`config.mk`:
```
export PLATFORM = sky130hd
export DESIGN_NAME = gpio_mwport
export DESIGN_NICKNAME = d
export VERILOG_FILES = /design/src/rtl/gpio_mw_pkg.sv /design/src/rtl/gpio_mw_dir.sv /design/src/rtl/gpio_mw_half.sv /design/src/rtl/gpio_mw_sync.sv /design/src/rtl/gpio_mwport.sv
export SDC_FILE = /design/constraint.sdc
export NUM_CORES = 1
export LEC_CHECK = 0
export BUFFER_PORTS_ARGS = -buffer_cell sky130_fd_sc_hd__buf_2
export CAP_MARGIN = 10
export CORE_MARGIN = 5
export CORE_UTILIZATION = 55
export DETAILED_ROUTE_END_ITERATION = 10
export PLACE_DENSITY = 0.93
export SYNTH_ARGS = -nofsm -noshare
export SYNTH_HDL_FRONTEND = slang
export SYNTH_SLANG_ARGS = --single-unit
```
`constraint.sdc`:
```
create_clock -name clk -period 2.6 [get_ports clk]
set_input_delay 0.39 -clock clk [delete_from_list [all_inputs] [get_ports clk]]
set_output_delay 0.39 -clock clk [all_outputs]
set_load 0.05 [all_outputs]
```
`src/rtl/gpio_mw_pkg.sv`:
```
package gpio_mw_pkg;
  localparam logic [7:0] OFS_DIR_SET = 8'h00;
  localparam logic [7:0] OFS_DIR_CLR = 8'h04;
  localparam logic [7:0] OFS_OUT_LO  = 8'h08;
  localparam logic [7:0] OFS_OUT_HI  = 8'h0C;
  localparam logic [7:0] OFS_PIN_IN  = 8'h10;

  typedef struct packed {
    logic dir_set;
    logic dir_clr;
    logic out_lo;
    logic out_hi;
    logic pin_in;
  } gpio_sel_t;
endpackage

```
`src/rtl/gpio_mw_dir.sv`:
```
module gpio_mw_dir #(
  parameter int W = 32
) (
  input  logic         clk,
  input  logic         rst_n,
  input  logic         set_stb,
  input  logic         clr_stb,
  input  logic [W-1:0] bits,
  output logic [W-1:0] dir_q
);
  logic [W-1:0] dir_d;
  logic         dir_en;

  assign dir_en = set_stb | clr_stb;

  always_comb begin
    dir_d = dir_q;
    if (set_stb) dir_d = dir_d | bits;
    if (clr_stb) dir_d = dir_d & ~bits;
  end

  always_ff @(posedge clk or negedge rst_n) begin
    if (!rst_n)      dir_q <= '0;
    else if (dir_en) dir_q <= dir_d;
  end
endmodule

```
`src/rtl/gpio_mw_half.sv`:
```
module gpio_mw_half #(
  parameter int HW = 16
) (
  input  logic          clk,
  input  logic          rst_n,
  input  logic          wr_stb,
  input  logic [HW-1:0] wval,
  input  logic [HW-1:0] wmask,
  output logic [HW-1:0] q
);
  logic [HW-1:0] d;

  always_comb begin
    d = (q & ~wmask) | (wval & wmask);
  end

  always_ff @(posedge clk or negedge rst_n) begin
    if (!rst_n)      q <= '0;
    else if (wr_stb) q <= d;
  end
endmodule

```
`src/rtl/gpio_mw_sync.sv`:
```
module gpio_mw_sync #(
  parameter int W      = 32,
  parameter int STAGES = 2
) (
  input  logic         clk,
  input  logic         rst_n,
  input  logic [W-1:0] din,
  output logic [W-1:0] dout
);
  logic [W-1:0] stg [STAGES];

  always_ff @(posedge clk or negedge rst_n) begin
    if (!rst_n) stg[0] <= '0;
    else        stg[0] <= din;
  end

  for (genvar i = 1; i < STAGES; i++) begin : g_stage
    always_ff @(posedge clk or negedge rst_n) begin
      if (!rst_n) stg[i] <= '0;
      else        stg[i] <= stg[i-1];
    end
  end

  assign dout = stg[STAGES-1];
endmodule

```
`src/rtl/gpio_mwport.sv`:
```
module gpio_mwport
  import gpio_mw_pkg::*;
#(
  parameter int DATA_W      = 32,
  parameter int ADDR_W      = 8,
  parameter int SYNC_STAGES = 2
) (
  input  logic              clk,
  input  logic              rst_n,
  input  logic              wr_en,
  input  logic [ADDR_W-1:0] addr,
  input  logic [DATA_W-1:0] wdata,
  output logic [DATA_W-1:0] rdata,
  input  logic [DATA_W-1:0] pad_in,
  output logic [DATA_W-1:0] pad_oe,
  output logic [DATA_W-1:0] pad_out
);
  localparam int HALF_W = DATA_W / 2;
  localparam int NHALF  = 2;
  localparam logic [ADDR_W-1:0] A_SET = ADDR_W'(OFS_DIR_SET);
  localparam logic [ADDR_W-1:0] A_CLR = ADDR_W'(OFS_DIR_CLR);
  localparam logic [ADDR_W-1:0] A_OLO = ADDR_W'(OFS_OUT_LO);
  localparam logic [ADDR_W-1:0] A_OHI = ADDR_W'(OFS_OUT_HI);
  localparam logic [ADDR_W-1:0] A_PIN = ADDR_W'(OFS_PIN_IN);

  gpio_sel_t         sel;
  logic [NHALF-1:0]  half_stb;
  logic [HALF_W-1:0] half_q [NHALF];
  logic [DATA_W-1:0] dir_q;
  logic [DATA_W-1:0] pin_sync;

  always_comb begin
    sel.dir_set = (addr == A_SET);
    sel.dir_clr = (addr == A_CLR);
    sel.out_lo  = (addr == A_OLO);
    sel.out_hi  = (addr == A_OHI);
    sel.pin_in  = (addr == A_PIN);
  end

  assign half_stb = {wr_en & sel.out_hi, wr_en & sel.out_lo};

  gpio_mw_dir #(.W(DATA_W)) u_dir (
    .clk     (clk),
    .rst_n   (rst_n),
    .set_stb (wr_en & sel.dir_set),
    .clr_stb (wr_en & sel.dir_clr),
    .bits    (wdata),
    .dir_q   (dir_q)
  );

  for (genvar h = 0; h < NHALF; h++) begin : g_half
    gpio_mw_half #(.HW(HALF_W)) u_half (
      .clk    (clk),
      .rst_n  (rst_n),
      .wr_stb (half_stb[h]),
      .wval   (wdata[HALF_W-1:0]),
      .wmask  (wdata[DATA_W-1:HALF_W]),
      .q      (half_q[h])
    );
    assign pad_out[h*HALF_W +: HALF_W] = half_q[h];
  end

  gpio_mw_sync #(.W(DATA_W), .STAGES(SYNC_STAGES)) u_sync (
    .clk   (clk),
    .rst_n (rst_n),
    .din   (pad_in),
    .dout  (pin_sync)
  );

  assign pad_oe = dir_q;

  always_comb begin
    rdata = '0;
    if (sel.dir_set || sel.dir_clr) rdata = dir_q;
    else if (sel.out_lo)            rdata = {{HALF_W{1'b0}}, half_q[0]};
    else if (sel.out_hi)            rdata = {{HALF_W{1'b0}}, half_q[1]};
    else if (sel.pin_in)            rdata = pin_sync;
  end
endmodule

```
### Word level (Yosys, flattened, before mapping)

Cells that the tools add are included.

| word-level totals | value |
|---|---|
| bits in registers | 128 |
| word-level logic and storage cells | 31 |

| operators by class | value |
|---|---|
| equality and inequality tests | 4 |
| multiplexer cells | 6 |
| bitwise gates (word level) | 14 |
| reductions and logical operators | 2 |

Operators with widths:

| operator | count |
|---|---|
| $mux 32 | 6 |
| $and 16x16->16 | 3 |
| $and 32x32->32 | 1 |
| $not 32->32 | 1 |
| $or 16x16->16 | 2 |
| $or 32x32->32 | 1 |
| $eq 8x4->1 const B | 2 |
| $not 16->16 | 1 |
| $eq 8x3->1 const B | 1 |
| $eq 8x5->1 const B | 1 |
| $logic_not 8->1 | 1 |
| $and 1x1->1 | 4 |
| $logic_or 1x1->1 | 1 |
| $or 1x1->1 | 1 |

### Logic depth before layout (Yosys ltp)

| logic depth | value |
|---|---|
| depth in word-level cells | 5 |
| mapped depth | 5 |
| mapped depth without buffers | 3 |

### Modules after synthesis

From an unflattened synthesis, not the netlist that was laid out.

| second synthesis, totals | value |
|---|---|
| cells, all modules | 404 |
| area, all modules | 5218.8 um^2 |

By module, submodules not included:

| module | instances | cells each | area each (um^2) | seq. area each (um^2) |
|---|---|---|---|---|
| gpio_mw_sync | 1 | 96 | 1841.8 | 1601.5 |
| gpio_mw_half | 2 | 50 | 700.7 | 400.4 |
| gpio_mw_dir | 1 | 102 | 1169.9 | 800.8 |
| gpio_mwport | 1 | 106 | 805.8 | 0.0 |

### Worst setup path before layout

OpenSTA, ideal clock, no wires.

| path | value |
|---|---|
| path type | in2out |
| from | input port addr[5] |
| to | output port rdata[11] |
| arrival time | 1.938 ns |
| data required time | 2.210 ns |
| setup slack | 0.272 ns |
| stages on the path | 5 |
| cells stage by stage | nor3_4 > buf_4 > buf_2 > o211ai_1 > a22oi_1 |

| between the ends | value |
|---|---|
| longest elaborated chain between the ends | 5 |
| elaborated cells between the ends (all ways) | 10 |
| classes of those cells | eq/ne (4); mux (4); reduce/logical (2) |

Ends and longest elaborated chain:

| what | line | source |
|---|---|---|
| start: declaration | gpio_mwport.sv:11 | `input logic [ADDR_W-1:0] addr,` |
| $eq 8x5->1 | gpio_mwport.sv:37 | `sel.pin_in = (addr == A_PIN);` |
| $mux 32 | gpio_mwport.sv:77 | `else if (sel.pin_in) rdata = pin_sync;` |
| $mux 32 | gpio_mwport.sv:76 | `else if (sel.out_hi) rdata = {{HALF_W{1'b0}}, half_q[1]};` |
| $mux 32 | gpio_mwport.sv:75 | `else if (sel.out_lo) rdata = {{HALF_W{1'b0}}, half_q[0]};` |
| $mux 32 * | gpio_mwport.sv:74 | `if (sel.dir_set \|\| sel.dir_clr) rdata = dir_q;` |
| end: declaration | gpio_mwport.sv:13 | `output logic [DATA_W-1:0] rdata,` |

Mark *: on every way between the ends. The rest lies on a longest branch, timed or not.

### Worst setup path in the final report

| path | value |
|---|---|
| from | input port addr[3] |
| to | output port rdata[15] |

The elaborated chain is that of the path after synthesis.

==> impl_metrics.yaml <==
placement:
  place_congestion: 0.8157
  io_buffers: 170
  place_hpwl_um: 11000
  dp.cells: 743
  place_ws_ps: 381.5
grt:
  antenna_found_initial: 0
  grt_pass1_vias: 4978
  grt_pass1_wl_um: 26010
  grt_max_degree: 83
  grt_usage_pct: 28.71
  grt_overflow: 0
critical_path:
  startpoint_type: "input pin"
  cp-end-kind: "output port"
  cp.arrival_ps: 1910
  worstSetupPathType: "in -> out"
  cp.required_ps: 2210
  path_max_fanout: 23
detailed_routing:
  wirelength_um: 16810
  vias: 4656
  vias_per_cell: 5.755
  wire_per_inst_um: 20.77
  postRouteAntennaNets: 0
  drtIter0Drc: 331
  drt-pass1-iter-count: 5
  drc_errors: 0
sta:
  fin_skew_ps: 3.503
  rsz0062_at_grt: "no"
  period_needed_ps: 2300
  worst_slew_pin_slew_ps: 613.7
  period_share_pct: 88.46
  max_slew_margin_pct: 59.09
  max_freq_ghz: 0.4348
  finalSetupViolCount: 0
  fin_tns_setup_ps: 0
  hold_violations: 0
  slew_violations: 0
  setup_slack_ps: 299.9
finish:
  synthToLayoutAreaGrowth_pct: 34.51
  instances_no_fill: 809
  final_common_cell: "buf_2"
  drive_above_1_share_pct: 39.70
  utilization_pct: 75.89
  mostFrequentLayoutCells: "buf_2 (169), dfrtp_1 (128), nand3_1 (43)"
  layout.nets: 737
yosys:
  synth-seq-area-share_pct: 57.81
  avgSynthCellArea_um2: 12.10
  netlist_area_um2: 5540
  yosysUniqueCellTypes: 29
  syn-num-nets: 533
  ys_ff_latch: 128
  yosysTopAreaCellShare_pct: 57.81
  ys_top_cells_by_area: "dfrtp_1 (58%), mux2_2 (8.5%), mux2i_1 (5.8%)"
  async_reset_ff_share_pct: 100.0
  synth_cells: 458
  ys_warn_count: 0
  yosysTopAreaCell: "dfrtp_1"
  synth_flop_cell: "dfrtp_1"
  synth_edf_count: 0
worst_hold_path:
  worstHoldPathType: "in -> reg"
die:
  start_util_pct: 56.42
  die-width_um: 110.4
  die_h_um: 110.4
  ioPinCount: 171
  num_rows: 36
  dieArea_um2: 12180
  core_area_um2: 9819
clock_tree:
  cts_buffers: 17
  clk_latency_ps: 520
  tritoncts: "done"
  cts_buffer_depth: 2
  clock-root-buffer: "clkbuf_8"
  h-tree-depth: 4
  cts_setup_buffers: 0
  clk_pin_slew_ps: 60
  cts_num_sinks: 128
power_and_ir_drop:
  total_power_mw: 4.842
  power.leakage_nw: 3.949
  p_per_area_nw_per_um2: 649.8
  max-vdd-ir-drop_uv: 523.9
run:
  cap_violations: 0
outcome:
  status: "finished, final reports clean"
==> cell usage after synthesis, drive strengths merged (8+ instances only) <==
cell type	number
nand3	43
nand4	32
mux2	48
clkbuf	8
a22o	16
inv	33
and2	17
nor2b	22
a22oi	11
buf	28
o211ai	11
dfrtp	128
mux2i	32
==> routing by layer <==
layer  up-vias  track usage, %  routed length [um]
li1       2029               -                   -
met4         0           15.48                 713
met1      2348           32.58                6097
met2       221           49.91                8898
met5         -               0                   0
met3        58           6.931                1096
==> worst max-delay path, cell delays in order <==
cell	delay [ps]
buf_2	130
nor4_4	380
buf_4	340
nand3_1	110
a22oi_1	210
buf_2	320
==> kinds of logic after synthesis <==
family	share of synthesized area, %
muxes	15.54
buffers and inverters	5.601
and+or+nand+nor	14.63
AOI/OAI and AO/OA	6.414
DFF	57.81
==> area by class of cell <==
| cell class | count | area [um^2] |
|---|---|---|
| Antenna cell | 1 | 2.502 |
| Clock buffer | 18 | 427.9 |
| Clock inverter | 14 | 122.6 |
| Fill cell | 617 | 2367 |
| Inverter | 33 | 123.9 |
| Multi-Input combinational cell | 261 | 2049 |
| Sequential cell | 128 | 3203 |
| Tap cell | 133 | 166.4 |
| Timing Repair Buffer | 221 | 1356 |
==> through the flow <==
| stage | cell area (um^2) | hold slack (ps) |
|---|---|---|
| after CTS | 7450 | 106.2 |
| after floorplan | 5540 | 94.41 |
| after global placement | 6569 | 331.3 |
| after detailed placement | 6569 | 334.7 |
| after global routing | 7450 | 123.0 |
| final | 7452 | 129.1 |
==> where the power goes <==
group | switching [mW] | internal [mW]
combinational | 0.366 | 0.176
sequential | 0.0475 | 2.08
clock | 0.946 | 1.23
total | 1.36 | 3.48
==> timing repair <==
item | in CTS | in global routing
hold endpoints to repair | 78 | 0
resized for setup | 0 | 0
hold buffers | 33 | 0
==> final timing paths <==
path	start	end	slack (ps)	cells past startpoint
setup / recovery	addr[3]	rdata[15]	300	6
hold / removal	wdata[7]	flop	130	2
setup reg to reg	flop	flop	1770	1
hold reg to reg	u_sync.stg[46]	u_sync.dout[14]	350	0
max in group asynchronous	rst_n	asynchronous set/reset pin	1320	3
min in group asynchronous	rst_n	asynchronous set/reset pin	410	2
Note: power is estimated with default switching activity, not from simulation.
